### config.mk
export PLATFORM = sky130hd
export DESIGN_NAME = rx_mbox_lock_ctrl
export DESIGN_NICKNAME = d
export VERILOG_FILES = /design/src/rtl/rxlk_pkg.sv /design/src/rtl/rxlk_lock_track.sv /design/src/rtl/rxlk_hold_buf.sv /design/src/rtl/rxlk_move_eng.sv /design/src/rtl/rx_mbox_lock_ctrl.sv
export SDC_FILE = /design/constraint.sdc
export NUM_CORES = 1
export LEC_CHECK = 0
export BUFFER_PORTS_ARGS = -buffer_cell sky130_fd_sc_hd__buf_4
export CELL_PAD_IN_SITES_DETAIL_PLACEMENT = 2
export CELL_PAD_IN_SITES_GLOBAL_PLACEMENT = 2
export CORE_UTILIZATION = 36
export CTS_CLUSTER_SIZE = 20
export DETAILED_ROUTE_END_ITERATION = 6
export GPL_ROUTABILITY_DRIVEN = 0
export PLACE_DENSITY_LB_ADDON = 0.1
export SLEW_MARGIN = 20
export SYNTH_ARGS = -nofsm -noshare
export SYNTH_HDL_FRONTEND = slang
export SYNTH_SLANG_ARGS = --single-unit
### constraint.sdc
create_clock -name clk_i -period 9 [get_ports clk_i]
set_input_delay 1.8 -clock clk_i [delete_from_list [all_inputs] [get_ports clk_i]]
set_output_delay 1.8 -clock clk_i [all_outputs]
set_load 0.03 [all_outputs]
### src/rtl/rxlk_pkg.sv
package rxlk_pkg;
  localparam int CODE_W = 4;
  typedef logic [CODE_W-1:0] code_t;

  localparam code_t CODE_INACTIVE = 4'b0000;
  localparam code_t CODE_EMPTY    = 4'b0100;
  localparam code_t CODE_FULL     = 4'b0010;
  localparam code_t CODE_OVERRUN  = 4'b0110;

  // Deactivation: upper three bits zero (bit 0 is the hardware busy flag)
  function automatic logic code_is_deact(code_t c);
    return c[3:1] == CODE_INACTIVE[3:1];
  endfunction

  // Receive mailbox that takes part in matching
  function automatic logic code_rx_active(code_t c);
    return !c[3] && !code_is_deact(c);
  endfunction

  function automatic logic code_lockable(code_t c, logic guard);
    return code_rx_active(c) && !(guard && c[3:1] == CODE_EMPTY[3:1]);
  endfunction

  function automatic code_t code_after_fill(code_t c);
    return (c[3:1] == CODE_EMPTY[3:1]) ? CODE_FULL : CODE_OVERRUN;
  endfunction
endpackage

### src/rtl/rxlk_lock_track.sv
module rxlk_lock_track #(
  parameter int IDX_W = 3
) (
  input  logic             clk_i,
  input  logic             rst_ni,
  input  logic             rd_en_i,
  input  logic [IDX_W-1:0] rd_idx_i,
  input  logic             rd_lockable_i,
  input  logic             timer_rd_i,
  input  logic             deact_i,
  input  logic [IDX_W-1:0] deact_idx_i,
  output logic             lock_v_o,
  output logic [IDX_W-1:0] lock_idx_o,
  output logic             keep_o,
  output logic             nx_v_o,
  output logic [IDX_W-1:0] nx_idx_o
);
  logic             lock_v_q;
  logic [IDX_W-1:0] lock_idx_q;
  logic             release_ev;

  assign release_ev = lock_v_q && (timer_rd_i
                    || (rd_en_i && rd_idx_i != lock_idx_q)
                    || (deact_i && deact_idx_i == lock_idx_q));
  assign keep_o = lock_v_q && !release_ev;

  always_comb begin
    if (rd_lockable_i) begin
      nx_v_o   = 1'b1;
      nx_idx_o = rd_idx_i;
    end else begin
      nx_v_o   = keep_o;
      nx_idx_o = lock_idx_q;
    end
  end

  always_ff @(posedge clk_i) begin
    if (!rst_ni) begin
      lock_v_q   <= 1'b0;
      lock_idx_q <= '0;
    end else begin
      lock_v_q   <= nx_v_o;
      lock_idx_q <= nx_idx_o;
    end
  end

  assign lock_v_o   = lock_v_q;
  assign lock_idx_o = lock_idx_q;

  // a deactivated mailbox is never locked in the following cycle
  p_deact_clears_lock_r10: assert property (@(posedge clk_i) disable iff (!rst_ni)
    deact_i |=> !(lock_v_q && lock_idx_q == $past(deact_idx_i)));
  // a timer read with no new lock leaves nothing locked
  p_timer_release_r4: assert property (@(posedge clk_i) disable iff (!rst_ni)
    (timer_rd_i && !rd_lockable_i) |=> !lock_v_q);
endmodule

### src/rtl/rxlk_hold_buf.sv
module rxlk_hold_buf #(
  parameter int IDX_W   = 3,
  parameter int FRAME_W = 32
) (
  input  logic               clk_i,
  input  logic               rst_ni,
  input  logic               park_i,
  input  logic [IDX_W-1:0]   park_idx_i,
  input  logic [FRAME_W-1:0] park_frame_i,
  input  logic               drain_i,
  input  logic               deact_i,
  input  logic [IDX_W-1:0]   deact_idx_i,
  output logic               hold_v_o,
  output logic [IDX_W-1:0]   hold_idx_o,
  output logic [FRAME_W-1:0] hold_frame_o,
  output logic               cancel_o
);
  logic               hold_v_q;
  logic [IDX_W-1:0]   hold_idx_q;
  logic [FRAME_W-1:0] hold_frame_q;

  assign cancel_o = hold_v_q && deact_i && deact_idx_i == hold_idx_q;

  always_ff @(posedge clk_i) begin
    if (!rst_ni) begin
      hold_v_q     <= 1'b0;
      hold_idx_q   <= '0;
      hold_frame_q <= '0;
    end else if (park_i) begin
      // newest frame silently replaces the parked one
      hold_v_q     <= 1'b1;
      hold_idx_q   <= park_idx_i;
      hold_frame_q <= park_frame_i;
    end else if (drain_i || cancel_o) begin
      hold_v_q     <= 1'b0;
    end
  end

  assign hold_v_o     = hold_v_q;
  assign hold_idx_o   = hold_idx_q;
  assign hold_frame_o = hold_frame_q;

  // an occupied buffer that nothing touches keeps its frame
  p_hold_kept_r6: assert property (@(posedge clk_i) disable iff (!rst_ni)
    (hold_v_q && !park_i && !drain_i && !cancel_o) |=> (hold_v_q && $stable(hold_frame_q)));
  // a park always leaves the newest frame in the buffer
  p_park_newest_r7: assert property (@(posedge clk_i) disable iff (!rst_ni)
    park_i |=> (hold_v_q && hold_frame_q == $past(park_frame_i)));
endmodule

### src/rtl/rxlk_move_eng.sv
module rxlk_move_eng #(
  parameter int IDX_W       = 3,
  parameter int FRAME_W     = 32,
  parameter int MOVE_CYCLES = 4
) (
  input  logic               clk_i,
  input  logic               rst_ni,
  input  logic               start_i,
  input  logic [IDX_W-1:0]   start_idx_i,
  input  logic [FRAME_W-1:0] start_frame_i,
  input  logic               deact_i,
  input  logic [IDX_W-1:0]   deact_idx_i,
  output logic               active_o,
  output logic [IDX_W-1:0]   idx_o,
  output logic [FRAME_W-1:0] frame_o,
  output logic               fin_o
);
  localparam int CNT_W = (MOVE_CYCLES > 1) ? $clog2(MOVE_CYCLES) : 1;
  localparam logic [CNT_W-1:0] CNT_LAST = CNT_W'(MOVE_CYCLES - 1);

  logic               active_q;
  logic [IDX_W-1:0]   idx_q;
  logic [FRAME_W-1:0] frame_q;
  logic [CNT_W-1:0]   cnt_q;
  logic               cancel;

  assign cancel = active_q && deact_i && deact_idx_i == idx_q;
  assign fin_o  = active_q && cnt_q == CNT_LAST && !cancel;

  always_ff @(posedge clk_i) begin
    if (!rst_ni) begin
      active_q <= 1'b0;
      idx_q    <= '0;
      frame_q  <= '0;
      cnt_q    <= '0;
    end else if (start_i) begin
      active_q <= 1'b1;
      idx_q    <= start_idx_i;
      frame_q  <= start_frame_i;
      cnt_q    <= '0;
    end else if (cancel || fin_o) begin
      active_q <= 1'b0;
    end else if (active_q) begin
      cnt_q    <= cnt_q + 1'b1;
    end
  end

  assign active_o = active_q;
  assign idx_o    = idx_q;
  assign frame_o  = frame_q;

  // a copy is only started when the engine is idle
  p_start_idle_r8: assert property (@(posedge clk_i) disable iff (!rst_ni)
    start_i |-> !active_q);
  // deactivating the target aborts the copy
  p_cancel_r10: assert property (@(posedge clk_i) disable iff (!rst_ni)
    cancel |=> !active_q);
endmodule

### src/rtl/rx_mbox_lock_ctrl.sv
module rx_mbox_lock_ctrl
  import rxlk_pkg::*;
#(
  parameter int NUM_MB      = 8,
  parameter int FRAME_W     = 32,
  parameter int MOVE_CYCLES = 4,
  localparam int IDX_W      = (NUM_MB > 1) ? $clog2(NUM_MB) : 1
) (
  input  logic                     clk_i,
  input  logic                     rst_ni,
  input  logic                     empty_guard_i,
  input  logic                     cfg_we_i,
  input  logic [IDX_W-1:0]         cfg_idx_i,
  input  logic [3:0]               cfg_code_i,
  input  logic                     rd_en_i,
  input  logic [IDX_W-1:0]         rd_idx_i,
  input  logic                     timer_rd_i,
  input  logic                     match_valid_i,
  input  logic [IDX_W-1:0]         match_idx_i,
  input  logic [FRAME_W-1:0]       match_frame_i,
  output logic                     rd_valid_o,
  output logic [3:0]               rd_code_o,
  output logic [NUM_MB*4-1:0]      mb_code_o,
  output logic                     lock_valid_o,
  output logic [IDX_W-1:0]         lock_idx_o,
  output logic                     hold_valid_o,
  output logic                     mb_wr_en_o,
  output logic [IDX_W-1:0]         mb_wr_idx_o,
  output logic [FRAME_W-1:0]       mb_wr_frame_o
);
  code_t              code_q [NUM_MB];
  logic [NUM_MB-1:0]  busy_now;
  logic [NUM_MB-1:0]  busy_q;

  // named internal events
  logic               deact;
  logic               lock_keep, lock_nx_v;
  logic [IDX_W-1:0]   lock_nx_idx;
  logic               rd_lockable;
  logic               hold_v, hold_cancel;
  logic [IDX_W-1:0]   hold_idx;
  logic [FRAME_W-1:0] hold_frame;
  logic               move_go, mv_active, mv_fin;
  logic [IDX_W-1:0]   mv_idx;
  logic [FRAME_W-1:0] mv_frame;
  logic               match_ok, park, direct;

  assign deact = cfg_we_i && code_is_deact(cfg_code_i);

  assign move_go = hold_v && !hold_cancel && !mv_active
                && !(lock_keep && lock_idx_o == hold_idx);

  for (genvar i = 0; i < NUM_MB; i++) begin : g_busy
    assign busy_q[i]   = mv_active && mv_idx == IDX_W'(i);
    assign busy_now[i] = busy_q[i] || (move_go && hold_idx == IDX_W'(i));
    assign mb_code_o[i*4 +: 4] = {code_q[i][3:1], busy_q[i]};
  end

  assign rd_lockable = rd_en_i && !busy_now[rd_idx_i]
                    && !(deact && cfg_idx_i == rd_idx_i)
                    && code_lockable(code_q[rd_idx_i], empty_guard_i);

  rxlk_lock_track #(.IDX_W(IDX_W)) u_lock (
    .clk_i        (clk_i),
    .rst_ni       (rst_ni),
    .rd_en_i      (rd_en_i),
    .rd_idx_i     (rd_idx_i),
    .rd_lockable_i(rd_lockable),
    .timer_rd_i   (timer_rd_i),
    .deact_i      (deact),
    .deact_idx_i  (cfg_idx_i),
    .lock_v_o     (lock_valid_o),
    .lock_idx_o   (lock_idx_o),
    .keep_o       (lock_keep),
    .nx_v_o       (lock_nx_v),
    .nx_idx_o     (lock_nx_idx)
  );

  assign match_ok = match_valid_i && code_rx_active(code_q[match_idx_i])
                 && !(deact && cfg_idx_i == match_idx_i);
  assign park   = match_ok && ((lock_nx_v && lock_nx_idx == match_idx_i)
                 || busy_now[match_idx_i]
                 || (hold_v && hold_idx == match_idx_i)
                 || mv_fin);
  assign direct = match_ok && !park;

  rxlk_hold_buf #(.IDX_W(IDX_W), .FRAME_W(FRAME_W)) u_hold (
    .clk_i       (clk_i),
    .rst_ni      (rst_ni),
    .park_i      (park),
    .park_idx_i  (match_idx_i),
    .park_frame_i(match_frame_i),
    .drain_i     (move_go),
    .deact_i     (deact),
    .deact_idx_i (cfg_idx_i),
    .hold_v_o    (hold_v),
    .hold_idx_o  (hold_idx),
    .hold_frame_o(hold_frame),
    .cancel_o    (hold_cancel)
  );

  rxlk_move_eng #(.IDX_W(IDX_W), .FRAME_W(FRAME_W), .MOVE_CYCLES(MOVE_CYCLES)) u_move (
    .clk_i        (clk_i),
    .rst_ni       (rst_ni),
    .start_i      (move_go),
    .start_idx_i  (hold_idx),
    .start_frame_i(hold_frame),
    .deact_i      (deact),
    .deact_idx_i  (cfg_idx_i),
    .active_o     (mv_active),
    .idx_o        (mv_idx),
    .frame_o      (mv_frame),
    .fin_o        (mv_fin)
  );

  assign hold_valid_o = hold_v;

  // mailbox codes: CPU write wins over a delivery in the same cycle
  always_ff @(posedge clk_i) begin
    for (int i = 0; i < NUM_MB; i++) begin
      if (!rst_ni) begin
        code_q[i] <= CODE_INACTIVE;
      end else if (cfg_we_i && cfg_idx_i == IDX_W'(i)) begin
        code_q[i] <= {cfg_code_i[3:1], 1'b0};
      end else if ((direct && match_idx_i == IDX_W'(i)) || (mv_fin && mv_idx == IDX_W'(i))) begin
        code_q[i] <= code_after_fill(code_q[i]);
      end
    end
  end

  always_ff @(posedge clk_i) begin
    if (!rst_ni) begin
      mb_wr_en_o    <= 1'b0;
      mb_wr_idx_o   <= '0;
      mb_wr_frame_o <= '0;
      rd_valid_o    <= 1'b0;
      rd_code_o     <= '0;
    end else begin
      mb_wr_en_o    <= direct || mv_fin;
      mb_wr_idx_o   <= direct ? match_idx_i : mv_idx;
      mb_wr_frame_o <= direct ? match_frame_i : mv_frame;
      rd_valid_o    <= rd_en_i;
      rd_code_o     <= {code_q[rd_idx_i][3:1], busy_now[rd_idx_i]};
    end
  end

  // at most one mailbox is busy at a time
  p_busy_onehot_r8: assert property (@(posedge clk_i) disable iff (!rst_ni)
    $onehot0(busy_q));
  // storage is never written for the mailbox that is locked
  p_no_write_locked_r6: assert property (@(posedge clk_i) disable iff (!rst_ni)
    mb_wr_en_o |-> !(lock_valid_o && lock_idx_o == mb_wr_idx_o));
  // a read that finds the mailbox busy does not lock it
  p_busy_no_lock_r9: assert property (@(posedge clk_i) disable iff (!rst_ni)
    (rd_en_i && busy_now[rd_idx_i]) |=> !(lock_valid_o && lock_idx_o == $past(rd_idx_i)));
  // a match taken directly is written in the next cycle
  p_direct_write_r5: assert property (@(posedge clk_i) disable iff (!rst_ni)
    direct |=> (mb_wr_en_o && mb_wr_idx_o == $past(match_idx_i)));
  // matches to inactive or transmit mailboxes cause no write
  p_drop_inactive_r11: assert property (@(posedge clk_i) disable iff (!rst_ni)
    (match_valid_i && !code_rx_active(code_q[match_idx_i]) && !mv_fin) |=> !mb_wr_en_o);
endmodule

# After elaboration in Yosys (flattened, before gate mapping)
# Memories as Yosys holds them, arrays and structs flattened.
# Index checks and enable logic that the tools add are counted.
# classes
n_mux	93
addsub	1
n_reduce_logical	119
n_eq_ne	47
n_bitwise	18
order_cmp	2
# ops
cell	n
logical AND 1 bit	70
two-way mux 1 bit	64
two-way mux 4 bit	16
equality test 3 x 2 -> 1 bit, second input constant	17
equality test 3 bit, second input constant	16
two-way mux 32 bit	1
two-way mux 3 bit	10
equality test 3 bit	8
logical OR 1 bit	24
zero test 3 bit	7
bitwise OR 1 bit	16
zero test 1 bit	14
equality test 3 x 1 -> 1 bit, second input constant	4
less-than comparator 3 x 4 -> 1 bit, second input constant	2
binary-select mux 1 bit (select 3 bit)	2
nonzero test 2 bit	2
inequality test 3 bit	1
adder 2 x 1 -> 2 bit, second input constant	1
equality test 2 bit, second input constant	1
NOT 1 bit	2
AND reduction 2 bit	1
OR reduction 2 bit	1
# totals
mem_bits_rw	32
in_bits	52
elab_cells	295
n_memories	1
reg_bits	119
output_inout_bits	78
# mem_list
memory	depth	word_bits	read_ports	rd_ports_with_merged_regs	write_ports	line	text
code_q	8	4	10	0	8	rx_mbox_lock_ctrl.sv:31	code_t code_q [NUM_MB];

# Logic depth before layout (Yosys ltp)
# Gate-level depths: netlist of the first run.
# logic_depth
ltp_word	34
ltp_mapped	14
depth_no_buf	10

# Cells and area by module
# Synthesis of the first run repeated with hierarchy kept, for this count alone.
# unflattened
cells_unflattened	700
area_unflattened_um2	7134.3
# modules_own_cells
mod	cells_each	n_inst	area_per_inst_um2	seq_area_each_um2
rx_mbox_lock_ctrl	420	1	3946.3	1541.5
rxlk_move_eng	131	1	1508.9	760.7
rxlk_hold_buf	123	1	1435.1	720.7
rxlk_lock_track	26	1	244.0	80.1

# Worst setup path before layout of the first run
# No wires, ideal clock.
# synth_timing
path_kind	input-to-reg
startpoint	input port cfg_code_i[1]
endpoint	register u_hold.hold_idx_q[2] (netlist: u_hold.hold_idx_o[2])
path_slack_ps	3556
setup_time_ps	72
required_ps	8928
arrival_ps	5372
stages	13
n_path_buf	3
cell_sequence	buf_2 or4b_4 o41ai_2 o311a_2 a31oi_1 or4_4 o21ai_4 mux2i_1 xnor2_4 o31ai_2 buf_6 buf_12 mux2i_1
# synth_between
elab_chain_cells	25
word_cells_on_any_way	56
classes_between	eq/ne (1); mux (6); reduce/logical (49)
# synth_rtl
item	line	text
start: declaration	rx_mbox_lock_ctrl.sv:14	input logic [3:0] cfg_code_i,
zero test 3 bit (*)	rxlk_pkg.sv:12	return c[3:1] == CODE_INACTIVE[3:1];
logical AND 1 bit (*)	rx_mbox_lock_ctrl.sv:48	assign deact = cfg_we_i && code_is_deact(cfg_code_i);
logical AND 1 bit	rxlk_lock_track.sv:24	|| (deact_i && deact_idx_i == lock_idx_q));
logical OR 1 bit	rxlk_lock_track.sv:24	
logical AND 1 bit	rxlk_lock_track.sv:22	assign release_ev = lock_v_q && (timer_rd_i
zero test 1 bit	rxlk_lock_track.sv:25	assign keep_o = lock_v_q && !release_ev;
logical AND 1 bit	rxlk_lock_track.sv:25	
logical AND 1 bit	rx_mbox_lock_ctrl.sv:51	&& !(lock_keep && lock_idx_o == hold_idx);
[9 not listed]	n/a	
logical AND 1 bit	rx_mbox_lock_ctrl.sv:61	&& code_lockable(code_q[rd_idx_i], empty_guard_i);
two-way mux 3 bit	rxlk_lock_track.sv:28	if (rd_lockable_i) begin
equality test 3 bit	rx_mbox_lock_ctrl.sv:81	assign park = match_ok && ((lock_nx_v && lock_nx_idx == match_idx_i)
logical AND 1 bit	rx_mbox_lock_ctrl.sv:81	
logical OR 1 bit	rx_mbox_lock_ctrl.sv:82	|| busy_now[match_idx_i]
logical OR 1 bit	rx_mbox_lock_ctrl.sv:83	|| (hold_v && hold_idx == match_idx_i)
logical OR 1 bit	rx_mbox_lock_ctrl.sv:84	|| mv_fin);
logical AND 1 bit (*)	rx_mbox_lock_ctrl.sv:81	
end signal: assignment	rxlk_hold_buf.sv:32	hold_idx_q <= park_idx_i;
end: declaration	rxlk_hold_buf.sv:19	logic [IDX_W-1:0] hold_idx_q;
# Mark *: on every way between the ends. The rest lies on a longest branch, timed or not. The select of a mux whose other input is x is not followed.
# A chain may end at the register's enable or synchronous reset.

# Worst setup path after layout of the first run
# layout_timing
startpoint	input port cfg_code_i[2]
endpoint	register mb_wr_frame_o[27]
# layout_between
elab_chain_cells	28
word_cells_on_any_way	59
classes_between	eq/ne (1); mux (7); reduce/logical (51)
# layout_rtl
item	line	text
zero test 3 bit (*)	rxlk_pkg.sv:12	
logical AND 1 bit (*)	rx_mbox_lock_ctrl.sv:48	
logical AND 1 bit	rxlk_lock_track.sv:24	
logical OR 1 bit	rxlk_lock_track.sv:24	
logical AND 1 bit	rxlk_lock_track.sv:22	
zero test 1 bit	rxlk_lock_track.sv:25	
logical AND 1 bit	rxlk_lock_track.sv:25	
logical AND 1 bit	rx_mbox_lock_ctrl.sv:51	
[12 not listed]	n/a	
logical AND 1 bit	rx_mbox_lock_ctrl.sv:81	
logical OR 1 bit	rx_mbox_lock_ctrl.sv:82	
logical OR 1 bit	rx_mbox_lock_ctrl.sv:83	
logical OR 1 bit	rx_mbox_lock_ctrl.sv:84	
logical AND 1 bit	rx_mbox_lock_ctrl.sv:81	
zero test 1 bit	rx_mbox_lock_ctrl.sv:85	assign direct = match_ok && !park;
logical AND 1 bit (*)	rx_mbox_lock_ctrl.sv:85	
two-way mux 32 bit (*)	rx_mbox_lock_ctrl.sv:141	mb_wr_frame_o <= direct ? match_frame_i : mv_frame;
end signal: assignment	rx_mbox_lock_ctrl.sv:141	
end: declaration	rx_mbox_lock_ctrl.sv:29	output logic [FRAME_W-1:0] mb_wr_frame_o
# Marked as above.

==> results of run 1 <==
==> metrics by stage <==
step / cell area [sq um] / setup slack, ns
after detailed placement: 8064 / 2.400
after CTS: 8693 / 2.803
after global placement: 8064 / 2.456
after floorplan: 7041 / 3.556
after global routing: 8693 / 2.601
final: 8693 / 2.836
==> registers in the layout (all words and copies together) (netlist names) <==
name	cells
u_hold.hold_idx_o	3
rd_valid_o	1
code_q	24
u_hold.hold_v_o	1
mb_wr_frame_o	32
u_lock.lock_idx_o	3
mb_wr_idx_o	3
mb_wr_en_o	1
u_hold.hold_frame_o	32
u_move.cnt_q	2
u_move.idx_o	3
u_move.active_o	1
u_lock.lock_v_o	1
u_move.frame_o	32
rd_code_o	4
==> layer usage <==
layer | vias to the layer above | wire length (um) | GRT usage (%)
met4 | 0 | 552 | 10.02
li1 | 2930 | - | -
met3 | 35 | 1040 | 4.455
met1 | 3155 | 9568 | 28.57
met2 | 158 | 12290 | 44.13
met5 | - | 0 | 0
==> power by group through the flow <==
| stage | combinational, mW | sequential [mW] | clock, mW |
|---|---|---|---|
| after CTS | 0.211 | 0.688 | 0.778 |
| final | 0.208 | 0.687 | 0.765 |
| after global placement | 0.202 | 0.700 | 0 |
| after global routing | 0.224 | 0.689 | 0.801 |
| after floorplan | 0.111 | 0.723 | 0 |
| after detailed placement | 0.208 | 0.701 | 0 |
==> worst min-delay path, cell delays in order, from the launching register on <==
cell     delay (ns)
dfxtp_1        0.31
nand2_1        0.05
a21oi_1        0.05
==> final cells by class <==
cell class | instances | area (sq um) | area share, %
clock buffers | 19 | 454.2 | 5.225
inverters | 5 | 18.77 | 0.2159
multi-input cells | 586 | 3611 | 41.54
well taps | 260 | 325.3 | 3.742
clock inverters | 13 | 175.2 | 2.015
flip-flops and latches | 143 | 3103 | 35.69
repair buffers | 134 | 1006 | 11.57
==> synthesized netlist by cell type (5+ instances only) <==
| cell | count |
|---|---|
| clkbuf_1 | 46 |
| nor3_1 | 13 |
| edfxtp_1 | 24 |
| a31oi_1 | 16 |
| nand2b_1 | 10 |
| nand3_1 | 5 |
| nand2_1 | 201 |
| buf_6 | 7 |
| or2_2 | 6 |
| nor2_1 | 45 |
| mux2i_1 | 77 |
| a21oi_1 | 56 |
| nor3b_1 | 5 |
| and2_1 | 11 |
| dfxtp_1 | 119 |
| nor2b_1 | 9 |
| xor2_1 | 18 |
| xnor2_1 | 7 |
| nor4_1 | 7 |
| mux4_2 | 7 |
| o21ai_0 | 31 |
==> worst paths after layout <==
| kind | depth (start not counted) | slack, ns | endpoint | start |
|---|---|---|---|---|
| setup reg to reg | 11 | 4.29 | mb_wr_frame_o[27] | u_move.idx_o[0] |
| hold reg to reg | 2 | 0.45 | u_move.frame_o[14] | u_hold.hold_frame_o[14] |
| hold / removal | 2 | 0.45 | u_move.frame_o[14] | u_hold.hold_frame_o[14] |
| setup / recovery | 12 | 2.84 | mb_wr_frame_o[27] | cfg_code_i[2] |
==> cell families after synthesis <==
group / share of synthesized area, %
simple gates: 21.09
flops: 44.07
compound gates: 12.88
fa+ha+maj: 0.1777
xor+xnor: 3.501
buf+inv: 4.923
mux: 13.35
==> run metrics, run 1 <==
WL/cell 20.22 um; Syn Nets 847; CTS H-tree lvls 4; CTS buffer count 17; post-cts sizing count 0; row count 50; post-synth top area cell dfxtp_1; Clock power frac 46.1%; DRT antenna net count 0; Final Hold Vio Count 0; crit-path cells buf_4 > or4b_4 > o41ai_2 > o311a_2 > a31oi_1 > or4_4 > o21ai_4 > mux2i_1 > xnor2_4 > o21ai_4 > buf_4 > mux2i_1; Die X 141.8 um; cell family with the largest share of critical-path delay compound AO/OA/AOI/OAI gates; number of diodes 0; crit start category primary input; pin count of the biggest net entering global routing 82; grt total ovfl 0; Max Clock Skew 0.01379 ns; power density over the cells 190.9 nW/um^2; net switching share of the total power 27.30%; commonest non-fill, non-tap cell in the layout nand2_1; status complete, no violations; Die Ht 141.8 um; CTS Sinks 143; post-synth top area share 33.84%; Distinct cells, synth 63; Syn Area/Cell 8.867 sq um; leakage 3.474 nW; CP endpoint kind flop; Setup-failing EPs final 0; gr usage total 24.51%; Total Die Area 20,120 sq um; # fillers 2,078; Fin Setup TNS 0 ns; Crit path largest cell delay 0.67 ns; core area 18,960 sq um; Worst Max-Slew Pin Slew 0.9528 ns; register area share after synthesis 44.07%; crit path max fanout 17; CTS hold repair buffers 0; initial drt markers 254; CTS max path bufs 2; CTS tree built; clk_lat worst skew 0.43 ns; Cells after Synth 794; share of flip-flops with an asynchronous set or reset 0%; DRC 0; final net count 940; Pwr Total 1.660 mW; Final Cycle Share 68.49%; Logic pwr share 12.5%; register share of total power 41.4%; NetSw 0.4531 mW; Setup Buffers After CTS 0; synth-to-layout area growth 23.48%; Fin Hold WS 0.4539 ns; Hold Crit Class reg2reg; total number of vias 6,278; final non-filler cell total 1,160; DP Wirelength 16.11 mm; Area contributors post-synth dfxtp_1 (34%), mux2i_1 (11%), nand2_1 (11%); synthesized flop and latch total 143; MaxCap Viol Count 0; placed instance count 1,128; Syn Std Cell Area 7041 sq um; CP required 9.35 ns; Util after Layout 45.86%; Post-synth EDFFs 24; Final min period 6.164 ns; Ys Warns 0; Final Max Slew Viols 0; IO buf count 128; Bufs and invs on worst path 2; routed vias/inst 5.412; IO Count 130; VDD IR max 131.1 uV; layout cell share with drive strength beyond 1 21.56%; most frequent cells in the layout nand2_1 (201), buf_4 (134), dfxtp_1 (119); RSZ-0062 raised after global routing false; Reg clk slew, reported paths 0.06 ns; Detailed Routing Iterations Pass 1 4; initial antenna violation count 0; WP data arrival 6.51 ns; cell with the largest stage delay on the worst path o21ai_4; vias in the first global route 6,919; initial cell density of the core 37.14%; Setup CP Type in2reg; clk root buf clkbuf_16; Max-Slew Margin vs Limit 36.48%; Routed WL 23.46 mm; Max Freq 162.2 MHz; first-pass GRT wire length 37.73 mm; Primary FF master, synth dfxtp_1; internal power 1.207 mW
(Power assumes the default switching activity.)
==> run 2: changes to the inputs <==
--- a/config.mk
+++ b/config.mk
@@ -8,7 +8,7 @@
 export BUFFER_PORTS_ARGS = -buffer_cell sky130_fd_sc_hd__buf_4
 export CELL_PAD_IN_SITES_DETAIL_PLACEMENT = 2
 export CELL_PAD_IN_SITES_GLOBAL_PLACEMENT = 2
-export CORE_UTILIZATION = 36
+export CORE_UTILIZATION = 34
 export CTS_CLUSTER_SIZE = 20
 export DETAILED_ROUTE_END_ITERATION = 6
 export GPL_ROUTABILITY_DRIVEN = 0
==> constraint.sdc (replaced) <==
create_clock -name clk_i -period 6.4 [get_ports clk_i]
set_input_delay 1.28 -clock clk_i [delete_from_list [all_inputs] [get_ports clk_i]]
set_output_delay 1.28 -clock clk_i [all_outputs]
set_load 0.03 [all_outputs]
==> run 2 against run 1 <==
Effect of this change: non-clock buffer count fell by 1; critical path type unchanged; highest routed layer unchanged; die area is 5.8% higher; first-iteration DRC count fell by 9.8%; clock power increased by 28%.
==> run metrics, run 2 (same netlist as run 1, synthesis figures left out) <==
CTS Sinks 143 (unchanged); Pwr Total 2.239 mW (+35%); Max Clock Skew 0.01314 ns (-0.0006427 ns); crit start category primary input; Worst Max-Slew Pin Slew 1.012 ns (+0.05964 ns); CTS buffer count 17 (unchanged); CTS max path bufs 2 (unchanged); Worst path most repeated cell mux2i_1; Routed WL 23.69 mm (+1.0%); core area 20,300 sq um (+7.1%); Final Max Slew Viols 0 (unchanged); number of diodes 0 (unchanged); status complete, no violations; WP data arrival 5.53 ns (-0.98 ns); cell family with the largest share of critical-path delay compound AO/OA/AOI/OAI gates; initial drt markers 229 (-9.8%); Final Hold Vio Count 0 (unchanged); Max-Slew Margin vs Limit 32.40% (-4.1 points); Setup Buffers After CTS 0 (unchanged); Setup CP Type in2reg; WL/cell 20.27 um (+0.23%); Fin Setup TNS 0 ns (unchanged); routed vias/inst 5.374 (-0.71%); Detailed Routing Iterations Pass 1 4 (unchanged); Die X 145.9 um (+2.9%); Crit path largest cell delay 0.61 ns (-0.06 ns); CP endpoint kind flop; Die Ht 145.9 um (+2.9%); cell with the largest stage delay on the worst path or4b_4; VDD IR max 183.7 uV (+40%); clk root buf clkbuf_16; CTS hold repair buffers 0 (unchanged); clk_lat worst skew 0.43 ns (about the same); pin count of the biggest net entering global routing 109 (+33%); power density over the cells 258.2 nW/um^2 (+35%); initial antenna violation count 0 (unchanged); CTS tree built; Setup-failing EPs final 0 (unchanged); DRC 0 (unchanged); IO Count 130 (unchanged); Hold Crit Class reg2reg; synth-to-layout area growth 23.17%; Final Cycle Share 81.08%; most frequent cells in the layout nand2_1 (201), buf_4 (130), dfxtp_1 (119); row count 52 (+4.0%); crit path max fanout 36 (+19); layout cell share with drive strength beyond 1 21.58% (+0.024 points); total number of vias 6,282 (+0.064%); post-cts sizing count 0 (unchanged); vias in the first global route 7,051 (+1.9%); gr usage total 23.06% (-1.4 points); Total Die Area 21,290 sq um (+5.8%); DRT antenna net count 0 (unchanged); IO buf count 128 (unchanged); Final min period 5.189 ns; RSZ-0062 raised after global routing false; leakage 3.460 nW (-0.40%); CTS H-tree lvls 4 (unchanged); first-pass GRT wire length 38.19 mm (+1.2%); grt total ovfl 0 (unchanged); CP required 6.75 ns (-2.60 ns); Reg clk slew, reported paths 0.06 ns (about the same); Max Freq 192.7 MHz; DP Wirelength 16.11 mm (about the same); initial cell density of the core 34.68% (-2.5 points); crit-path cells buf_4 > or4b_4 > o41ai_2 > o311a_2 > a31oi_1 > or4_4 > o21ai_4 > mux2i_1 > xnor2_4 > o31ai_4 > buf_12 > mux2i_1; MaxCap Viol Count 0 (unchanged); Bufs and invs on worst path 2 (unchanged); commonest non-fill, non-tap cell in the layout nand2_1; final net count 939 (-0.11%)
## run 2: through the flow
stage	area, sq um	cells	util (%)	hold slack [ns]	setup slack, ns
finish	8672	1169	42.72	0.4589	1.211
global route	8672	1169	42.72	0.4762	1.074
CTS	8668	1169	42.70	0.4648	1.216
detailed placement	8094	1137	39.87	0.4534	0.7823
global placement	8094	1137	39.87	0.4367	0.8722
floorplan	7041	794	-	0.4321	1.476
## run 2: path summary, 6_finish.rpt
path                                           endpoint  cells after the start  slack (ns)                     from
worst min register to register       u_move.frame_o[26]                      2        0.46  u_hold.hold_frame_o[26]
worst min-delay path                 u_move.frame_o[26]                      2        0.46  u_hold.hold_frame_o[26]
worst max-delay path            u_hold.hold_frame_o[24]                     12        1.21            cfg_code_i[2]
worst max register to register  u_hold.hold_frame_o[24]                     11        2.07          u_move.idx_o[0]
## run 2: where the power goes
| group | switching, mW | internal (mW) | total, mW |
|---|---|---|---|
| combinational | 0.186 | 0.110 | 0.296 |
| clock | 0.460 | 0.516 | 0.977 |
| sequential | 0.0242 | 0.942 | 0.966 |
| total | 0.670 | 1.57 | 2.24 |
## run 2: worst register-to-register path: cells and delay by family, from the launching register on
| family | cells | cell delay (ns) |
|---|---|---|
| compound gates | 3 | 0.62 |
| buf+inv | 1 | 0.32 |
| flops | 1 | 0.71 |
| mux | 2 | 0.82 |
| simple gates | 4 | 1.56 |
| xor+xnor | 1 | 0.22 |
## run 2: cell type report
type | instances | area (sq um)
Fill cell | 2260 | 11630
Multi-Input combinational cell | 586 | 3611
Clock buffer | 17 | 425.4
Tap cell | 270 | 337.8
Sequential cell | 143 | 3103
Timing Repair Buffer | 133 | 1027
Inverter | 5 | 18.77
Clock inverter | 15 | 148.9
## run 2: routing by layer
layer	vias to the layer above	track usage, %	routed length (um)
met3	31	4.420	988
li1	2943	-	-
met4	0	8.368	478
met1	3158	26.60	10060
met2	150	42.08	12160
met5	-	0	0
==> run 3: changes to the inputs <==
==> constraint.sdc (replaced) <==
create_clock -name clk_i -period 5.2 [get_ports clk_i]
set_input_delay 1.04 -clock clk_i [delete_from_list [all_inputs] [get_ports clk_i]]
set_output_delay 1.04 -clock clk_i [all_outputs]
set_load 0.03 [all_outputs]
==> run 3 against run 2 <==
Effect of this change: flip-flop and latch count did not move; register-to-register slack got worse by 1.0 ns; critical path depth stayed put; critical path type unchanged.
==> run metrics, run 3 (same netlist as run 1, synthesis figures left out) <==
Setup Buffers After CTS 0 (unchanged); MaxCap Viol Count 0 (unchanged); initial drt markers 265 (+16%); CP endpoint kind flop; CP required 5.54 ns (-1.21 ns); Max-Slew Margin vs Limit 41.56% (+9.2 points); fin worst setup slack 0.4047 ns (-0.8060 ns); Final Cycle Share 92.22%; core area 20,300 sq um (unchanged); CTS buffer count 17 (unchanged); Final min period 4.795 ns; CTS H-tree lvls 4 (unchanged); status complete, no violations; Reg area 3103 sq um (unchanged); crit-path cells buf_4 > or4b_4 > o41ai_2 > o311a_2 > a31oi_1 > or4_4 > a211o_1 > a21oi_2 > o2111ai_4 > o31ai_4 > buf_12 > mux2i_1; Max Clock Skew 0.01089 ns (-0.002251 ns); DP Wirelength 16.27 mm (+1.0%); Placed Instance Area 8167 sq um (+0.90%); Worst Max-Slew Pin Slew 0.8734 ns (-0.1390 ns); Detailed Routing Iterations Pass 1 5 (+1); number of diodes 0 (unchanged); routed vias/inst 5.375 (about the same); final non-filler cell total 1,177 (+0.68%); cell with the largest stage delay on the worst path or4_4; CTS tree built; leakage 3.501 nW (+1.2%); Max Freq 208.5 MHz; clk_lat worst skew 0.43 ns (about the same); VDD IR max 214.8 uV (+17%); first-pass GRT wire length 38.01 mm (-0.47%); DRT antenna net count 0 (unchanged); crit start category primary input; CTS hold repair buffers 0 (unchanged); pin count of the biggest net entering global routing 110 (+0.92%); crit path max fanout 36 (unchanged); gr usage total 22.88% (-0.18 points); Crit path largest cell delay 0.61 ns (about the same); CTS Sinks 143 (unchanged); post-cts sizing count 0 (unchanged); commonest non-fill, non-tap cell in the layout nand2_1; initial cell density of the core 34.68% (unchanged); design area 8740 sq um (+0.78%); IO Count 130 (unchanged); DRC 0 (unchanged); Total Die Area 21,290 sq um (unchanged); Die Ht 145.9 um (unchanged); pre-CTS WS -0.01900 ns (-0.8013 ns); WP data arrival 5.14 ns (-0.39 ns); Util after Layout 43.05% (+0.33 points); total number of vias 6,326 (+0.70%); Routed WL 23.88 mm (+0.81%); Setup-failing EPs final 0 (unchanged); initial antenna violation count 0 (unchanged); Reg clk slew, reported paths 0.07 ns (about the same); Hold Crit Class reg2reg; grt total ovfl 0 (unchanged); WL/cell 20.29 um (+0.12%); final net count 947 (+0.85%); vias in the first global route 6,972 (-1.1%); power density over the cells 315.3 nW/um^2 (+22%); Die X 145.9 um (unchanged); clk root buf clkbuf_16; Multi-input gate area 3611 sq um (unchanged); placed instance count 1,145 (+0.70%); # fillers 2,237 (-1.0%); CTS max path bufs 2 (unchanged); synth-to-layout area growth 24.13%; row count 52 (unchanged); RSZ-0062 raised after global routing false; Final Hold Vio Count 0 (unchanged); Final Max Slew Viols 0 (unchanged); Pwr Total 2.755 mW (+23%); cell family with the largest share of critical-path delay compound AO/OA/AOI/OAI gates; most frequent cells in the layout nand2_1 (201), buf_4 (137), dfxtp_1 (119); IO buf count 128 (unchanged); layout cell share with drive strength beyond 1 22.27% (+0.69 points); Setup CP Type in2reg; Bufs and invs on worst path 2 (unchanged)
## run 3: cell types whose count changed in the layout (fill, tap and decap cells not counted)
| cell | delta |
|---|---|
| buf_12 | +1 |
| buf_4 | +7 |
| clkinv_4 | -2 |
| clkinv_8 | -1 |
| inv_6 | +2 |
| inv_8 | +1 |
## run 3: final timing paths
| kind | depth (start not counted) | to | slack (ns) | startpoint |
|---|---|---|---|---|
| setup / recovery | 12 | u_hold.hold_frame_o[4] | 0.40 | cfg_code_i[1] |
| hold reg to reg | 2 | u_move.frame_o[27] | 0.46 | u_move.frame_o[27] |
| hold / removal | 2 | u_move.frame_o[27] | 0.46 | u_move.frame_o[27] |
| setup reg to reg | 12 | u_hold.hold_frame_o[4] | 1.04 | u_move.idx_o[0] |
## run 3: area by class of cell
type | instances | area share [%]
multi-input combinational | 586 | 41.32
sequential | 143 | 35.50
timing repair buffer | 141 | 12.58
clock inverter | 15 | 1.646
tap | 270 | 3.865
clock buffer | 17 | 4.868
inverter | 5 | 0.2147
## run 3: worst min-delay path: cells and delay by family, from the launching register on
| family | cells | cell delay (ns) |
|---|---|---|
| AO/OA/AOI/OAI | 1 | 0.05 |
| flip-flops | 1 | 0.31 |
| AND/OR/NAND/NOR | 1 | 0.05 |
## run 3: report_power, final
group          switching [mW]  leakage (nW)  internal, mW
clock network           0.559         0.280         0.637
registers              0.0308          1.21          1.16
logic                   0.229          2.01         0.141
## run 3: stage by stage
stage	setup TNS (ns)	hold WS, ns
5_1_grt	0	0.4767
6_report	0	0.4603
2_1_floorplan	0	0.4321
3_3_place_gp	0	0.4369
4_1_cts	0	0.4642
3_5_place_dp	-0.01978	0.4478
## run 3: per-layer routing
metal  GRT usage, %  part of all wire, %
met1          26.55                   42
met2          41.96                   52
met3          4.420                  4.4
met4          7.368                  1.7
met5              0                    0
